`config.mk`:
```
export PLATFORM = sky130hd
export DESIGN_NAME = dbg_tap_top
export DESIGN_NICKNAME = d
export VERILOG_FILES = /design/src/rtl/dbg_tap_pkg.sv /design/src/rtl/dbg_tap_fsm.sv /design/src/rtl/dbg_tap_ir.sv /design/src/rtl/dbg_tap_dr.sv /design/src/rtl/dbg_tap_top.sv
export SDC_FILE = /design/constraint.sdc
export NUM_CORES = 1
export LEC_CHECK = 0
export ABC_AREA = 1
export BUFFER_PORTS_ARGS = -buffer_cell sky130_fd_sc_hd__buf_2
export CAP_MARGIN = 20
export CORE_MARGIN = 3
export CORE_UTILIZATION = 35
export DETAILED_ROUTE_END_ITERATION = 7
export PLACE_DENSITY_LB_ADDON = 0.08
export SLEW_MARGIN = 15
export SYNTH_ARGS = -nofsm -noshare
export SYNTH_HDL_FRONTEND = slang
export SYNTH_SLANG_ARGS = --single-unit
```
`constraint.sdc`:
```
create_clock -name tck -period 4.2 [get_ports tck]
set_input_delay 0.63 -clock tck [delete_from_list [all_inputs] [get_ports tck]]
set_output_delay 0.63 -clock tck [all_outputs]
set_load 0.01 [all_outputs]
```
`src/rtl/dbg_tap_pkg.sv`:
```
package dbg_tap_pkg;
  localparam int IR_W = 4;

  typedef enum logic [3:0] {
    ST_TLR, ST_RTI, ST_SEL_DR, ST_CAP_DR, ST_SHF_DR, ST_EX1_DR, ST_PAU_DR, ST_EX2_DR,
    ST_UPD_DR, ST_SEL_IR, ST_CAP_IR, ST_SHF_IR, ST_EX1_IR, ST_PAU_IR, ST_EX2_IR, ST_UPD_IR
  } tap_state_e;

  typedef enum logic [2:0] {
    SEL_BYPASS, SEL_IDCODE, SEL_USERCODE, SEL_DBG_ADDR, SEL_DBG_WR, SEL_DBG_RD
  } dr_sel_e;

  localparam logic [IR_W-1:0] OP_DBG_WR   = 4'h3;
  localparam logic [IR_W-1:0] OP_DBG_RD   = 4'h4;
  localparam logic [IR_W-1:0] OP_DBG_ADDR = 4'h5;
  localparam logic [IR_W-1:0] OP_IDCODE   = 4'h7;
  localparam logic [IR_W-1:0] OP_USERCODE = 4'h8;
  localparam logic [IR_W-1:0] IR_CAPTURE  = 4'b0001;
endpackage

```
`src/rtl/dbg_tap_fsm.sv`:
```
module dbg_tap_fsm
  import dbg_tap_pkg::*;
(
  input  logic       tck,
  input  logic       trst_n,
  input  logic       tms,
  output tap_state_e state
);
  tap_state_e state_d;

  always_comb begin
    state_d = state;
    case (state)
      ST_TLR:    state_d = tms ? ST_TLR    : ST_RTI;
      ST_RTI:    state_d = tms ? ST_SEL_DR : ST_RTI;
      ST_SEL_DR: state_d = tms ? ST_SEL_IR : ST_CAP_DR;
      ST_CAP_DR: state_d = tms ? ST_EX1_DR : ST_SHF_DR;
      ST_SHF_DR: state_d = tms ? ST_EX1_DR : ST_SHF_DR;
      ST_EX1_DR: state_d = tms ? ST_UPD_DR : ST_PAU_DR;
      ST_PAU_DR: state_d = tms ? ST_EX2_DR : ST_PAU_DR;
      ST_EX2_DR: state_d = tms ? ST_UPD_DR : ST_SHF_DR;
      ST_UPD_DR: state_d = tms ? ST_SEL_DR : ST_RTI;
      ST_SEL_IR: state_d = tms ? ST_TLR    : ST_CAP_IR;
      ST_CAP_IR: state_d = tms ? ST_EX1_IR : ST_SHF_IR;
      ST_SHF_IR: state_d = tms ? ST_EX1_IR : ST_SHF_IR;
      ST_EX1_IR: state_d = tms ? ST_UPD_IR : ST_PAU_IR;
      ST_PAU_IR: state_d = tms ? ST_EX2_IR : ST_PAU_IR;
      ST_EX2_IR: state_d = tms ? ST_UPD_IR : ST_SHF_IR;
      ST_UPD_IR: state_d = tms ? ST_SEL_DR : ST_RTI;
      default:   state_d = ST_TLR;
    endcase
  end

  always_ff @(posedge tck or negedge trst_n) begin
    if (!trst_n) state <= ST_TLR;
    else         state <= state_d;
  end

  // tms held high keeps the controller in Test-Logic-Reset
  p_tlr_sticky_r1: assert property (@(posedge tck) disable iff (!trst_n)
    (state == ST_TLR && tms) |=> (state == ST_TLR));
endmodule

```
`src/rtl/dbg_tap_ir.sv`:
```
module dbg_tap_ir
  import dbg_tap_pkg::*;
(
  input  logic       tck,
  input  logic       trst_n,
  input  logic       tdi,
  input  tap_state_e state,
  output logic       ir_tdo,
  output dr_sel_e    dr_sel
);
  logic [IR_W-1:0] ir_sh, ir_sh_d;
  logic [IR_W-1:0] ir_q, ir_q_d;

  always_comb begin
    ir_sh_d = ir_sh;
    ir_q_d  = ir_q;
    case (state)
      ST_CAP_IR: ir_sh_d = IR_CAPTURE;
      ST_SHF_IR: ir_sh_d = {tdi, ir_sh[IR_W-1:1]};
      ST_UPD_IR: ir_q_d  = ir_sh;
      ST_TLR:    ir_q_d  = OP_IDCODE;
      default: ;
    endcase
  end

  always_ff @(posedge tck or negedge trst_n) begin
    if (!trst_n) begin
      ir_sh <= IR_CAPTURE;
      ir_q  <= OP_IDCODE;
    end else begin
      ir_sh <= ir_sh_d;
      ir_q  <= ir_q_d;
    end
  end

  assign ir_tdo = ir_sh[0];

  always_comb begin
    case (ir_q)
      OP_IDCODE:   dr_sel = SEL_IDCODE;
      OP_USERCODE: dr_sel = SEL_USERCODE;
      OP_DBG_ADDR: dr_sel = SEL_DBG_ADDR;
      OP_DBG_WR:   dr_sel = SEL_DBG_WR;
      OP_DBG_RD:   dr_sel = SEL_DBG_RD;
      default:     dr_sel = SEL_BYPASS;
    endcase
  end

  // Test-Logic-Reset leaves the identification chain selected
  p_id_after_reset_r1: assert property (@(posedge tck) disable iff (!trst_n)
    (state == ST_TLR) |=> (dr_sel == SEL_IDCODE));
  // the current instruction moves only on Update-IR or Test-Logic-Reset
  p_ir_hold_r2: assert property (@(posedge tck) disable iff (!trst_n)
    (state != ST_UPD_IR && state != ST_TLR) |=> $stable(dr_sel));
endmodule

```
`src/rtl/dbg_tap_dr.sv`:
```
module dbg_tap_dr
  import dbg_tap_pkg::*;
#(
  parameter int          ADDR_W  = 8,
  parameter int          DATA_W  = 32,
  parameter logic [31:0] ID_WORD = 32'h0000_0675,
  parameter logic [31:0] UC_INIT = 32'hFFFF_FFFF,
  parameter int          ID_ADDR = 8'h0B,
  parameter int          UC_ADDR = 8'h0C
)(
  input  logic              tck,
  input  logic              trst_n,
  input  logic              tdi,
  input  tap_state_e        state,
  input  dr_sel_e           dr_sel,
  output logic              dr_tdo,
  output logic              dbg_wr_en,
  output logic              dbg_rd_en,
  output logic [ADDR_W-1:0] dbg_addr,
  output logic [DATA_W-1:0] dbg_wdata,
  input  logic [DATA_W-1:0] dbg_rdata
);
  localparam logic [ADDR_W-1:0] A_ID = ADDR_W'(ID_ADDR);
  localparam logic [ADDR_W-1:0] A_UC = ADDR_W'(UC_ADDR);
  localparam logic [DATA_W-1:0] V_ID = DATA_W'(ID_WORD);
  localparam logic [DATA_W-1:0] V_UC = DATA_W'(UC_INIT);

  logic              byp_q, byp_d;
  logic [ADDR_W-1:0] addr_sh, addr_sh_d, addr_q, addr_q_d;
  logic [DATA_W-1:0] data_sh, data_sh_d, uc_q, uc_d;
  logic              cap, shf, upd, tgt_id, tgt_uc, tgt_ext, wide_sel;

  assign cap      = (state == ST_CAP_DR);
  assign shf      = (state == ST_SHF_DR);
  assign upd      = (state == ST_UPD_DR);
  assign tgt_id   = (addr_q == A_ID);
  assign tgt_uc   = (addr_q == A_UC);
  assign tgt_ext  = !(tgt_id || tgt_uc);
  assign wide_sel = (dr_sel == SEL_IDCODE) || (dr_sel == SEL_USERCODE) ||
                    (dr_sel == SEL_DBG_WR) || (dr_sel == SEL_DBG_RD);

  assign dbg_rd_en = cap && (dr_sel == SEL_DBG_RD) && tgt_ext;
  assign dbg_wr_en = upd && (dr_sel == SEL_DBG_WR) && tgt_ext;
  assign dbg_addr  = addr_q;
  assign dbg_wdata = data_sh;

  always_comb begin
    byp_d     = byp_q;
    addr_sh_d = addr_sh;
    addr_q_d  = addr_q;
    data_sh_d = data_sh;
    uc_d      = uc_q;
    case (dr_sel)
      SEL_BYPASS: begin
        if (cap)      byp_d = 1'b0;
        else if (shf) byp_d = tdi;
      end
      SEL_DBG_ADDR: begin
        if (cap)      addr_sh_d = addr_q;
        else if (shf) addr_sh_d = {tdi, addr_sh[ADDR_W-1:1]};
        else if (upd) addr_q_d  = addr_sh;
      end
      default: ;
    endcase
    if (wide_sel) begin
      if (cap) begin
        case (dr_sel)
          SEL_IDCODE:   data_sh_d = V_ID;
          SEL_USERCODE: data_sh_d = uc_q;
          SEL_DBG_RD:   data_sh_d = tgt_id ? V_ID : (tgt_uc ? uc_q : dbg_rdata);
          default:      data_sh_d = '0;
        endcase
      end else if (shf) begin
        data_sh_d = {tdi, data_sh[DATA_W-1:1]};
      end else if (upd) begin
        if (dr_sel == SEL_USERCODE || (dr_sel == SEL_DBG_WR && tgt_uc)) uc_d = data_sh;
      end
    end
  end

  always_ff @(posedge tck or negedge trst_n) begin
    if (!trst_n) begin
      byp_q   <= 1'b0;
      addr_sh <= '0;
      addr_q  <= '0;
      data_sh <= '0;
      uc_q    <= V_UC;
    end else begin
      byp_q   <= byp_d;
      addr_sh <= addr_sh_d;
      addr_q  <= addr_q_d;
      data_sh <= data_sh_d;
      uc_q    <= uc_d;
    end
  end

  always_comb begin
    case (dr_sel)
      SEL_BYPASS:   dr_tdo = byp_q;
      SEL_DBG_ADDR: dr_tdo = addr_sh[0];
      default:      dr_tdo = data_sh[0];
    endcase
  end

  // the user code moves only on Update-DR
  p_uc_stable_r5: assert property (@(posedge tck) disable iff (!trst_n)
    !upd |=> $stable(uc_q));
  // the held address moves only on Update-DR
  p_addr_stable_r6: assert property (@(posedge tck) disable iff (!trst_n)
    !upd |=> $stable(dbg_addr));
  // one write strobe per update
  p_wr_pulse_r7: assert property (@(posedge tck) disable iff (!trst_n)
    dbg_wr_en |=> !dbg_wr_en);
  // one read strobe per capture
  p_rd_pulse_r8: assert property (@(posedge tck) disable iff (!trst_n)
    dbg_rd_en |=> !dbg_rd_en);
  // strobes are exclusive
  p_excl_strobe_r11: assert property (@(posedge tck) disable iff (!trst_n)
    !(dbg_wr_en && dbg_rd_en));
endmodule

```
`src/rtl/dbg_tap_top.sv`:
```
module dbg_tap_top
  import dbg_tap_pkg::*;
#(
  parameter int          ADDR_W  = 8,
  parameter int          DATA_W  = 32,
  parameter logic [31:0] ID_WORD = 32'h0000_0675,
  parameter logic [31:0] UC_INIT = 32'hFFFF_FFFF
)(
  input  logic              tck,
  input  logic              trst_n,
  input  logic              tms,
  input  logic              tdi,
  output logic              tdo,
  output logic              tdo_oe,
  output logic              dbg_wr_en,
  output logic              dbg_rd_en,
  output logic [ADDR_W-1:0] dbg_addr,
  output logic [DATA_W-1:0] dbg_wdata,
  input  logic [DATA_W-1:0] dbg_rdata
);
  tap_state_e state;
  dr_sel_e    dr_sel;
  logic       ir_tdo, dr_tdo, shifting, tdo_d;

  dbg_tap_fsm u_fsm (.tck(tck), .trst_n(trst_n), .tms(tms), .state(state));

  dbg_tap_ir u_ir (
    .tck(tck), .trst_n(trst_n), .tdi(tdi), .state(state),
    .ir_tdo(ir_tdo), .dr_sel(dr_sel)
  );

  dbg_tap_dr #(
    .ADDR_W(ADDR_W), .DATA_W(DATA_W), .ID_WORD(ID_WORD), .UC_INIT(UC_INIT)
  ) u_dr (
    .tck(tck), .trst_n(trst_n), .tdi(tdi), .state(state), .dr_sel(dr_sel),
    .dr_tdo(dr_tdo), .dbg_wr_en(dbg_wr_en), .dbg_rd_en(dbg_rd_en),
    .dbg_addr(dbg_addr), .dbg_wdata(dbg_wdata), .dbg_rdata(dbg_rdata)
  );

  assign shifting = (state == ST_SHF_IR) || (state == ST_SHF_DR);
  assign tdo_d    = shifting ? ((state == ST_SHF_IR) ? ir_tdo : dr_tdo) : 1'b0;

  always_ff @(negedge tck or negedge trst_n) begin
    if (!trst_n) begin
      tdo    <= 1'b0;
      tdo_oe <= 1'b0;
    end else begin
      tdo    <= tdo_d;
      tdo_oe <= shifting;
    end
  end

  // the output enable follows only the two shift states
  p_oe_in_shift_r10: assert property (@(posedge tck) disable iff (!trst_n)
    tdo_oe |-> (state == ST_SHF_IR || state == ST_SHF_DR));
  // a disabled output stays low
  p_tdo_quiet_r10: assert property (@(posedge tck) disable iff (!trst_n)
    !tdo_oe |-> !tdo);
endmodule

```
# Word-level counts from Yosys, hierarchy flattened
# Index checks and enable logic that the tools add are counted.
dict set report op_classes {
  addsub 0
  mul 0
  div_mod_pow 0
  magnitude_cmp 0
  n_eq_ne 27
  shifts 0
  n_mux 28
  n_bitwise 2
  n_reduce_logical 25
}
# cell n
set op_table {}
lappend op_table {{2-to-1 mux 32 bit} 4}
lappend op_table {{one-hot mux 32 bit (3 select lines)} 1}
lappend op_table {{one-hot mux 4 bit (12 select lines)} 1}
lappend op_table {{== test 4 bit (second input constant)} 9}
lappend op_table {{== test 4 x 3 -> 1 bit (second input constant)} 7}
lappend op_table {{== test 8 x 4 -> 1 bit (second input constant)} 2}
lappend op_table {{2-to-1 mux 4 bit} 4}
lappend op_table {{2-to-1 mux 8 bit} 2}
lappend op_table {{one-hot mux 4 bit (2 select lines)} 2}
lappend op_table {{one-hot mux 3 bit (5 select lines)} 1}
lappend op_table {{== test 4 x 2 -> 1 bit (second input constant)} 3}
lappend op_table {{2-to-1 mux 1 bit} 7}
lappend op_table {{== test 3 x 2 -> 1 bit (second input constant)} 2}
lappend op_table {{== test 3 bit (second input constant)} 2}
lappend op_table {{logical OR 1 bit} 6}
lappend op_table {{2-to-1 mux 2 bit} 3}
lappend op_table {{2-to-1 mux 3 bit} 2}
lappend op_table {{AND reduction 2 bit} 3}
lappend op_table {{nonzero test 2 bit} 3}
lappend op_table {{logical AND 1 bit} 5}
lappend op_table {{AND reduction 5 bit} 1}
lappend op_table {{== test 4 x 1 -> 1 bit (second input constant)} 1}
lappend op_table {{zero test 4 bit} 1}
lappend op_table {{AND reduction 4 bit} 1}
lappend op_table {{7 further kinds} 9}
dict set report totals {
  register_bits 95
  latch_bits 0
  mem_bits_rw 0
  mem_bits_ro 0
  n_memories 0
}

# Longest topological paths before layout
# Gate-level depths: netlist of run 1.
dict set report depth {
  ltp_word 7
  ltp_mapped 12
}

# Hierarchy
# Synthesis of run 1 repeated with hierarchy kept, for this count alone.
dict set report hier_totals {
  hier_cells 738
  area_unflattened_um2 5326.4
}
# module instances cells_each area_per_inst_um2 seq_area_each_um2
set modules_own_cells {}
lappend modules_own_cells {dbg_tap_dr 1 614 4468.0 2067.0}
lappend modules_own_cells {dbg_tap_ir 1 54 419.2 205.2}
lappend modules_own_cells {dbg_tap_fsm 1 55 335.3 100.1}
lappend modules_own_cells {dbg_tap_top 1 15 103.8 50.0}

==> impl_metrics.csv, run 1 <==
group,metric,value,unit
drt,wire_per_inst,13.90,µm
synth,synthCells,778,
clock_tree,cts_inserted_buffers,9,
final_layout,drive_above_1_share,21.61,%
global_route,antenna_found_initial,0,
setup_path,crit_type,"flop to output pin",
setup_path,worstPathArrival,2.95,ns
drt,dr.first_iter.drc_count,272,
outcome,run_status,"finished, final reports clean",
drt,drc,0,
final_layout,fill_cells,1669,
clock_tree,cts_setup_buffers,0,
synth,synth_top_family_by_area,"simple AND/OR/NAND/NOR gates",
setup_path,cp.required,3.57,ns
drt,vias_per_cell,4.712,
global_route,grt_overflow,0,
setup_path,critPathLaunchType,"flop",
floorplan,rows,45,
setup_path,cpMaxStageDelayCell,"dfrtn_1",
synth,synth_top_cell_by_area,"dfrtp_1",
floorplan,io_pins,80,
final_layout,fin_nets,878,
timing,relSlewSlack,45.18,%
timing,tightest_slew,0.8223,ns
timing,rsz0062_at_grt,"no",
global_route,grt_pass1_vias,4882,
global_route,grt_max_degree,65,
global_route,grt_pass1_wl,25.03,mm
floorplan,core,15430,µm²
synth,synth_edf_count,0,
synth,synth_nets,814,
drt,wirelength,14.70,mm
synth,yosysWarnings,0,
synth,synthFlopType,"dfrtp_1",
final_layout,layout_common_cells,"nand2_1 (266), inv_1 (133), buf_2 (78)",
timing,final-setup-viol-count,0,
synth,synthMuxAreaShare,0,%
clock_tree,hold_buffers,0,
setup_path,reg2reg_slack,0.65,ns
clock_tree,clock_latency,0.34,ns
timing,finClkSkew,0.01129,ns
final_layout,antenna_cells,0,
placement,place_congestion,0.8081,
power_and_ir_drop,power.leakage,0.003323,µW
power_and_ir_drop,cellPowerDensity,622.9,nW/µm²
setup_path,worstPathCellList,"buf_2",
synth,async_flop_share,100.0,%
clock_tree,clk_pin_slew,0.07,ns
clock_tree,ctsResizeCount,0,
clock_tree,root_buffer,"clkbuf_16",
floorplan,dieHeight,132.3,µm
clock_tree,clk_path_buf_depth,2,
drt,first_pass_iters,5,
synth,yosys-top-cells-area,"dfrtp_1 (26%), nand2_1 (18%), dfstp_2 (17%)",
floorplan,die_w,132.3,µm
clock_tree,cts-htree-levels,3,
global_route,track_usage,17.62,%
clock_tree,cts_tree,"yes",
synth,synth_compound_gate_area_share,18.86,%
final_layout,synthToLayoutAreaGrowth,14.35,%
synth,yosysUniqueCellTypes,34,
clock_tree,clock_sinks,95,
timing,slew_violations,0,
final_layout,final_util,41.36,%
flow_run,maxCapViolations,0,
synth,synth-adder-area-share,0,%
synth,synth-xor-area-share,0,%
setup_path,cp_max_fo,1,
synth,synth_area_per_cell,7.173,µm²
timing,finalSetupTns,0,ns
floorplan,initial_core_util,36.17,%
final_layout,final_common_cell,"nand2_1",
synth,seq_area_frac_synth,43.41,%
power_and_ir_drop,vdd_drop_max,0.2621,mV
setup_path,cp-end-kind,"output pin",
placement,hpwl,9.360,mm
setup_path,critPathMaxStageDelay,0.38,ns
synth,ys_seq_elements,95,
placement,port_buffers,79,
synth,synth_top_area_share,25.56,%
synth,synthesis.area,5580,µm²
setup_path,worst-path-buf-inv,1,
floorplan,die_area,17500,µm²
drt,antenna_left,0,
min_path,worstHoldPathType,"input pin to asynchronous set/reset pin",
timing,hold_viol,0,
synth,synth-simple-area-share,24.04,%
drt,via_count,4985,
setup_path,path_delay_family,"flip-flops",
[power by group]
| group | internal [µW] | switching (µW) | leakage (µW) | total, µW |
|---|---|---|---|---|
| combinational | 567 | 1020 | 0.00211 | 1580 |
| clock | 480 | 344 | 0.000138 | 824 |
| sequential | 1310 | 258 | 0.00108 | 1570 |
| total | 2360 | 1620 | 0.00332 | 3970 |
[final cells by class]
cell class | count | area, µm² | share of cell area (%)
clock buffers | 15 | 257.7 | 4.039
clock inverters | 1 | 30.03 | 0.4706
inverters | 152 | 570.5 | 8.941
multi-input cells | 499 | 2394 | 37.51
flip-flops and latches | 95 | 2422 | 37.96
well taps | 211 | 264.0 | 4.137
repair buffers | 85 | 442.9 | 6.941
[final timing paths]
check | from | to | cells after the start
max | tdo_oe | tdo_oe | 1
min | trst_n | u_dr.addr_sh[6] | 1
max reg2reg | u_fsm.state[0] | tdo | 7
min reg2reg | u_dr.dbg_addr[4] | u_dr.dbg_addr[4] | 2
max in group asynchronous | trst_n | tdo_oe | 1
min in group tck | u_dr.dbg_addr[4] | u_dr.dbg_addr[4] | 2
[per-layer routing]
layer	global-route usage (%)	routed length, µm	share of wire, %	vias up
met4	5.889	188	1.3	0
met2	28.51	6785	46	100
met3	3.053	630	4.3	12
met5	0	0	0	-
met1	24.01	7099	48	2343
li1	-	-	-	2530
[stage by stage]
stage / cell area (µm²) / cells / hold slack (ns) / total power, µW / worst slack (ns)
global placement: 6093 / 1042 / 0.4894 / 3148 / 0.6616
detailed placement: 6093 / 1042 / 0.5036 / 3182 / 0.6543
CTS: 6381 / 1058 / 0.2412 / 4031 / 0.5964
global route: 6381 / 1058 / 0.2681 / 4360 / 0.4566
finish: 6381 / 1058 / 0.2421 / 3975 / 0.6198
floorplan: 5580 / 778 / 0.3344 / 2651 / 0.7859
[cell families after synthesis]
kind of cell	Yosys count
buf+inv	184
simple gates	325
compound gates	174
flops	95
[cells in the mapped netlist, types with 2 or more instances]
| cell type | count |
|---|---|
| nand2_1 | 266 |
| inv_1 | 133 |
| dfrtp_1 | 57 |
| o21ai_0 | 55 |
| a21oi_1 | 44 |
| dfstp_2 | 36 |
| nand3_1 | 19 |
| inv_2 | 18 |
| nor2_1 | 17 |
| o21ai_2 | 17 |
| a21boi_1 | 14 |
| o21ai_1 | 13 |
| clkbuf_1 | 12 |
| a21boi_0 | 11 |
| buf_2 | 11 |
| buf_6 | 8 |
| o211ai_1 | 7 |
| nand2_2 | 6 |
| o22ai_1 | 6 |
| nand4_1 | 4 |
| nor2_2 | 4 |
| a31oi_1 | 2 |
| dfrtn_1 | 2 |
| nand2_4 | 2 |
| nor2_8 | 2 |
| nor3_1 | 2 |
| nor4_1 | 2 |
| o31ai_1 | 2 |
[state kept, by name, indices dropped and copies added (netlist names)]
| signal | cells |
|---|---|
| u_dr.addr_sh | 8 |
| u_fsm.state | 4 |
| tdo_oe | 1 |
| u_ir.ir_q | 4 |
| u_ir.ir_sh | 4 |
| tdo | 1 |
| u_dr.byp_q | 1 |
| u_dr.dbg_wdata | 32 |
| u_dr.uc_q | 32 |
| u_dr.dbg_addr | 8 |
[worst reg2reg max path: stages (launching register included)]
cell and delay [ns]:
dfrtp_1 0.43, nand2_1 0.17, inv_1 0.08, nand2_1 0.19, o21ai_0 0.17, o21ai_0 0.10
o21bai_1 0.12, inv_1 0.05
Note: power is estimated with default switching activity, not from simulation.
==> run 2: changes to the inputs <==
==> constraint.sdc (replaced) <==
create_clock -name tck -period 3.05 [get_ports tck]
set_input_delay 0.4575 -clock tck [delete_from_list [all_inputs] [get_ports tck]]
set_output_delay 0.4575 -clock tck [all_outputs]
set_load 0.01 [all_outputs]
==> impl_metrics.csv, run 2 (same netlist as run 1, synthesis figures left out) <==
group,metric,value,unit
floorplan,initial_core_util,36.17,%
drt,wire_per_inst,13.97,µm
floorplan,rows,45,
setup_path,cp.required,1.73,ns
final_layout,fin_nets,886,
drt,vias_per_cell,4.723,
outcome,run_status,"finished, final reports clean",
clock_tree,ctsResizeCount,0,
setup_path,critPathLaunchType,"flop",
placement,place_congestion,0.8049,
floorplan,core,15430,µm²
placement,hpwl,9.682,mm
setup_path,crit_type,"flop to flop",
timing,final-setup-viol-count,0,
global_route,grt_pass1_wl,24.50,mm
timing,relSlewSlack,60.50,%
power_and_ir_drop,total_power,5685,µW
global_route,antenna_found_initial,0,
power_and_ir_drop,power.leakage,0.003393,µW
setup_path,worstPathArrival,1.59,ns
placement,dp.cells,1049,
drt,drc,0,
final_layout,final_cells,1066,
global_route,grt_overflow,0,
clock_tree,root_buffer,"clkbuf_16",
setup_path,cp-end-kind,"flop",
timing,slew_violations,0,
setup_path,cp_common_cell,"nand2_1",
drt,antenna_left,0,
setup_path,critPathMaxStageDelay,0.56,ns
final_layout,final_util,42.25,%
floorplan,io_pins,80,
clock_tree,cts_inserted_buffers,9,
clock_tree,clock_sinks,95,
placement,postPlaceCellArea,6183,µm²
floorplan,die_w,132.3,µm
timing,finClkSkew,0.007519,ns
drt,wirelength,14.90,mm
final_layout,final_common_cell,"nand2_1",
clock_tree,cts_tree,"yes",
final_layout,antenna_cells,0,
drt,dr.first_iter.drc_count,217,
timing,rsz0062_at_grt,"no",
drt,via_count,5035,
timing,finalSetupTns,0,ns
setup_path,cpMaxStageDelayCell,"dfstp_2",
placement,port_buffers,79,
clock_tree,clock_latency,0.35,ns
global_route,grt_pass1_vias,4803,
setup_path,worstPathCellList,"nor2_1 -> nand3_1 -> nand4_1 -> nand2_1 -> nand2_1 -> o21bai_1 -> inv_1",
clock_tree,cts-htree-levels,3,
final_layout,synthToLayoutAreaGrowth,16.82,%
final_layout,stdcell_area,6519,µm²
clock_tree,cts_setup_buffers,0,
power_and_ir_drop,vdd_drop_max,0.3190,mV
drt,first_pass_iters,5,
clock_tree,clk_path_buf_depth,2,
global_route,track_usage,17.28,%
clock_tree,clk_pin_slew,0.06,ns
timing,hold_viol,0,
final_layout,fill_cells,1643,
setup_path,worst-path-buf-inv,1,
min_path,worstHoldPathType,"input pin to flop",
setup_path,cp_max_fo,5,
floorplan,die_area,17500,µm²
global_route,grt_max_degree,86,
final_layout,layout_common_cells,"nand2_1 (266), inv_1 (133), buf_2 (78)",
power_and_ir_drop,cellPowerDensity,872.1,nW/µm²
final_layout,drive_above_1_share,22.57,%
floorplan,dieHeight,132.3,µm
flow_run,maxCapViolations,0,
setup_path,path_delay_family,"flip-flops",
timing,tightest_slew,0.5918,ns
-- run 2: changes by cell type in the layout (fill, tap and decap cells not counted) --
cell	delta
clkbuf_1	-3
clkbuf_8	+1
bufinv_16	+1
buf_12	+3
clkinv_2	+1
dlygate4sd3_1	+1
buf_4	+4
-- run 2: metrics by stage --
step / hold slack (ns) / worst slack [ns]
6_report: 0.4038 / 0.1320
5_1_grt: 0.4169 / 0.0008391
3_5_place_dp: 0.3217 / 0.1368
4_1_cts: 0.3953 / 0.1257
2_1_floorplan: 0.1619 / 0.2109
3_3_place_gp: 0.3214 / 0.1420
-- run 2: worst reg2reg max path, stage by stage, from the launching register on --
cell	delay, ns
dfstp_2	0.56
nor2_1	0.07
nand3_1	0.13
nand4_1	0.15
nand2_1	0.10
nand2_1	0.05
o21bai_1	0.14
inv_1	0.05
-- run 2: what timing repair did --
| item | CTS | global route |
|---|---|---|
| setup endpoints to repair | 0 | 0 |
| hold endpoints to repair | 7 | 0 |
| hold buffers | 1 | 0 |
-- run 2: final timing paths --
check | start | cells past startpoint | slack (ns) | to
setup / recovery | u_ir.ir_q[1] | 7 | 0.13 | tdo
hold / removal | tdi | 3 | 0.40 | u_ir.ir_sh[3]
setup reg to reg | u_ir.ir_q[1] | 7 | 0.13 | tdo
hold reg to reg | u_dr.dbg_addr[4] | 2 | 0.51 | u_dr.dbg_addr[4]
max in group asynchronous | trst_n | 2 | 0.93 | tdo_oe
min in group asynchronous | trst_n | 2 | 0.51 | u_ir.ir_sh[2]
-- run 2: layout make-up --
type                    count  area (µm²)  share of cell area (%)
inverters                 152       570.5                   8.752
well taps                 211       264.0                   4.050
multi-input cells         499        2394                   36.72
repair buffers             93       543.0                   8.330
clock buffers              13       260.3                   3.992
clock inverters             3       65.06                  0.9981
flip-flops and latches     95        2422                   37.16
-- run 2: per-layer routing --
layer  up-vias  global-route usage [%]  part of all wire [%]  routed length [µm]
met3        17                   2.939                   4.0                 595
met2       104                   28.14                    47                7003
li1       2548                       -                     -                   -
met1      2366                   23.20                    47                7048
met5         -                       0                     0                   0
met4         0                   6.351                   1.7                 249
-- run 2: report_power, final --
part	switching [µW]	internal (µW)
combinational	1420	842
clock	503	764
sequential	353	1800
==> run 3: changes to the inputs <==
--- a/config.mk
+++ b/config.mk
@@ -8,6 +8,8 @@
 export ABC_AREA = 1
 export BUFFER_PORTS_ARGS = -buffer_cell sky130_fd_sc_hd__buf_2
 export CAP_MARGIN = 20
+export CELL_PAD_IN_SITES_DETAIL_PLACEMENT = 1
+export CELL_PAD_IN_SITES_GLOBAL_PLACEMENT = 1
 export CORE_MARGIN = 3
 export CORE_UTILIZATION = 35
 export DETAILED_ROUTE_END_ITERATION = 7
==> impl_metrics.csv, run 3 (same netlist as run 1, synthesis figures left out) <==
group,metric,value,unit
clock_tree,root_buffer,"clkbuf_16",
final_layout,fill_cells,2003,
final_layout,layout_common_cells,"nand2_1 (266), inv_1 (133), buf_2 (78)",
drt,first_pass_iters,4,
drt,drc,0,
setup_path,reg2reg_slack,0.15,ns
global_route,track_usage,19.53,%
outcome,run_status,"finished, final reports clean",
clock_tree,cts_tree,"yes",
global_route,grt_pass1_vias,5476,
clock_tree,cts-htree-levels,3,
power_and_ir_drop,cellPowerDensity,876.8,nW/µm²
floorplan,initial_core_util,36.17,%
timing,setup_ws,0.1494,ns
power_and_ir_drop,vdd_drop_max,0.4158,mV
drt,vias_per_cell,4.799,
final_layout,drive_above_1_share,23.10,%
timing,hold_viol,0,
floorplan,die_w,132.3,µm
timing,tightest_slew,0.6889,ns
drt,wirelength,16.34,mm
clock_tree,clk_pin_slew,0.06,ns
clock_tree,clk_path_buf_depth,2,
drt,via_count,5125,
timing,slew_violations,0,
placement,hpwl,11.07,mm
global_route,grt_pass1_wl,27.63,mm
final_layout,synthToLayoutAreaGrowth,17.02,%
timing,final-setup-viol-count,0,
drt,dr.first_iter.drc_count,194,
floorplan,die_area,17500,µm²
setup_path,worst_r2r_path_depth,7,
setup_path,regToRegStartpoint,"u_ir.ir_q[2]",
final_layout,antenna_cells,0,
drt,antenna_left,0,
setup_path,cp-end-kind,"flop",
floorplan,io_pins,80,
min_path,hold_depth,3,
clock_tree,cts_inserted_buffers,9,
final_layout,fin_nets,888,
setup_path,critPathLaunchType,"flop",
placement,port_buffers,79,
final_layout,final_util,42.33,%
clock_tree,clock_sinks,95,
floorplan,dieHeight,132.3,µm
global_route,grt_max_degree,65,
placement,place_congestion,0.7969,
timing,finClkSkew,0.005705,ns
setup_path,cp.required,1.73,ns
setup_path,reg2reg_to,"tdo",
floorplan,rows,45,
power_and_ir_drop,total_power,5725,µW
final_layout,multi_input_area,2399,µm²
global_route,grt_overflow,0,
timing,rsz0062_at_grt,"no",
placement,post-place-ws,0.07130,ns
min_path,worstHoldEndpoint,"u_ir.ir_sh[3]",
clock_tree,clock_latency,0.35,ns
min_path,worstHoldPathType,"input pin to flop",
drt,wire_per_inst,15.30,µm
timing,relSlewSlack,54.07,%
min_path,hold_path.startpoint,"tdi",
setup_path,crit_type,"flop to flop",
power_and_ir_drop,power.leakage,0.003404,µW
clock_tree,cts_setup_buffers,0,
flow_run,maxCapViolations,0,
timing,finalSetupTns,0,ns
setup_path,cp_max_fo,3,
setup_path,worstPathArrival,1.58,ns
floorplan,core,15430,µm²
global_route,antenna_found_initial,0,
final_layout,final_common_cell,"nand2_1",
final_layout,layout.area.seq,2422,µm²
[run 3: critical path, stage by stage, from the launching register on]
cell	delay (ns)
dfstp_2	0.53
inv_1	0.07
nand4_1	0.13
nand4_1	0.15
nand2_1	0.10
nand2_1	0.05
o21bai_1	0.15
inv_1	0.05
[run 3: cell type report]
cell class	instances	share of cell area [%]
Clock buffer	14	4.503
Clock inverter	2	0.5365
Inverter	152	8.737
Multi-Input combinational cell	499	36.73
Sequential cell	95	37.10
Tap cell	211	4.043
Timing Repair Buffer	95	8.354
[run 3: timing repair]
item | 4_1_cts | 5_1_grt
resized for setup | 0 | 1
endpoints found under the hold margin | 7 | 0
setup endpoints to repair | 0 | 1
hold buffers | 1 | 0
[run 3: stage by stage]
step,hold slack (ns),cell area (µm²),instances
floorplan,0.1619,5580,778
global placement,0.3163,6186,1051
detailed placement,0.3139,6186,1051
CTS,0.3848,6525,1068
global route,0.3984,6530,1068
finish,0.3968,6530,1068
[run 3: power by group]
part	internal, µW	switching (µW)	total [µW]
logic	836	1460	2300
clock network	748	510	1260
registers	1800	367	2170
total	3380	2340	5730
[run 3: how the worst max path moves through the flow]
stage | from | endpoint | cells after the start
2_1_floorplan | u_ir.ir_q[2] | tdo | 7
3_3_place_gp | u_ir.ir_q[1] | tdo | 7
3_5_place_dp | u_ir.ir_q[0] | tdo | 7
4_1_cts | u_ir.ir_q[0] | tdo | 7
5_1_grt | u_ir.ir_q[2] | tdo | 7
6_report | u_ir.ir_q[2] | tdo | 7
[run 3: routing by layer]
metal  track usage, %  vias up  part of all wire, %
li1                 -     2546                    -
met1            25.16     2498                   47
met2            33.64       64                   49
met3            2.901       17                  2.6
met4            6.640        0                  1.9
met5                0        -                    0
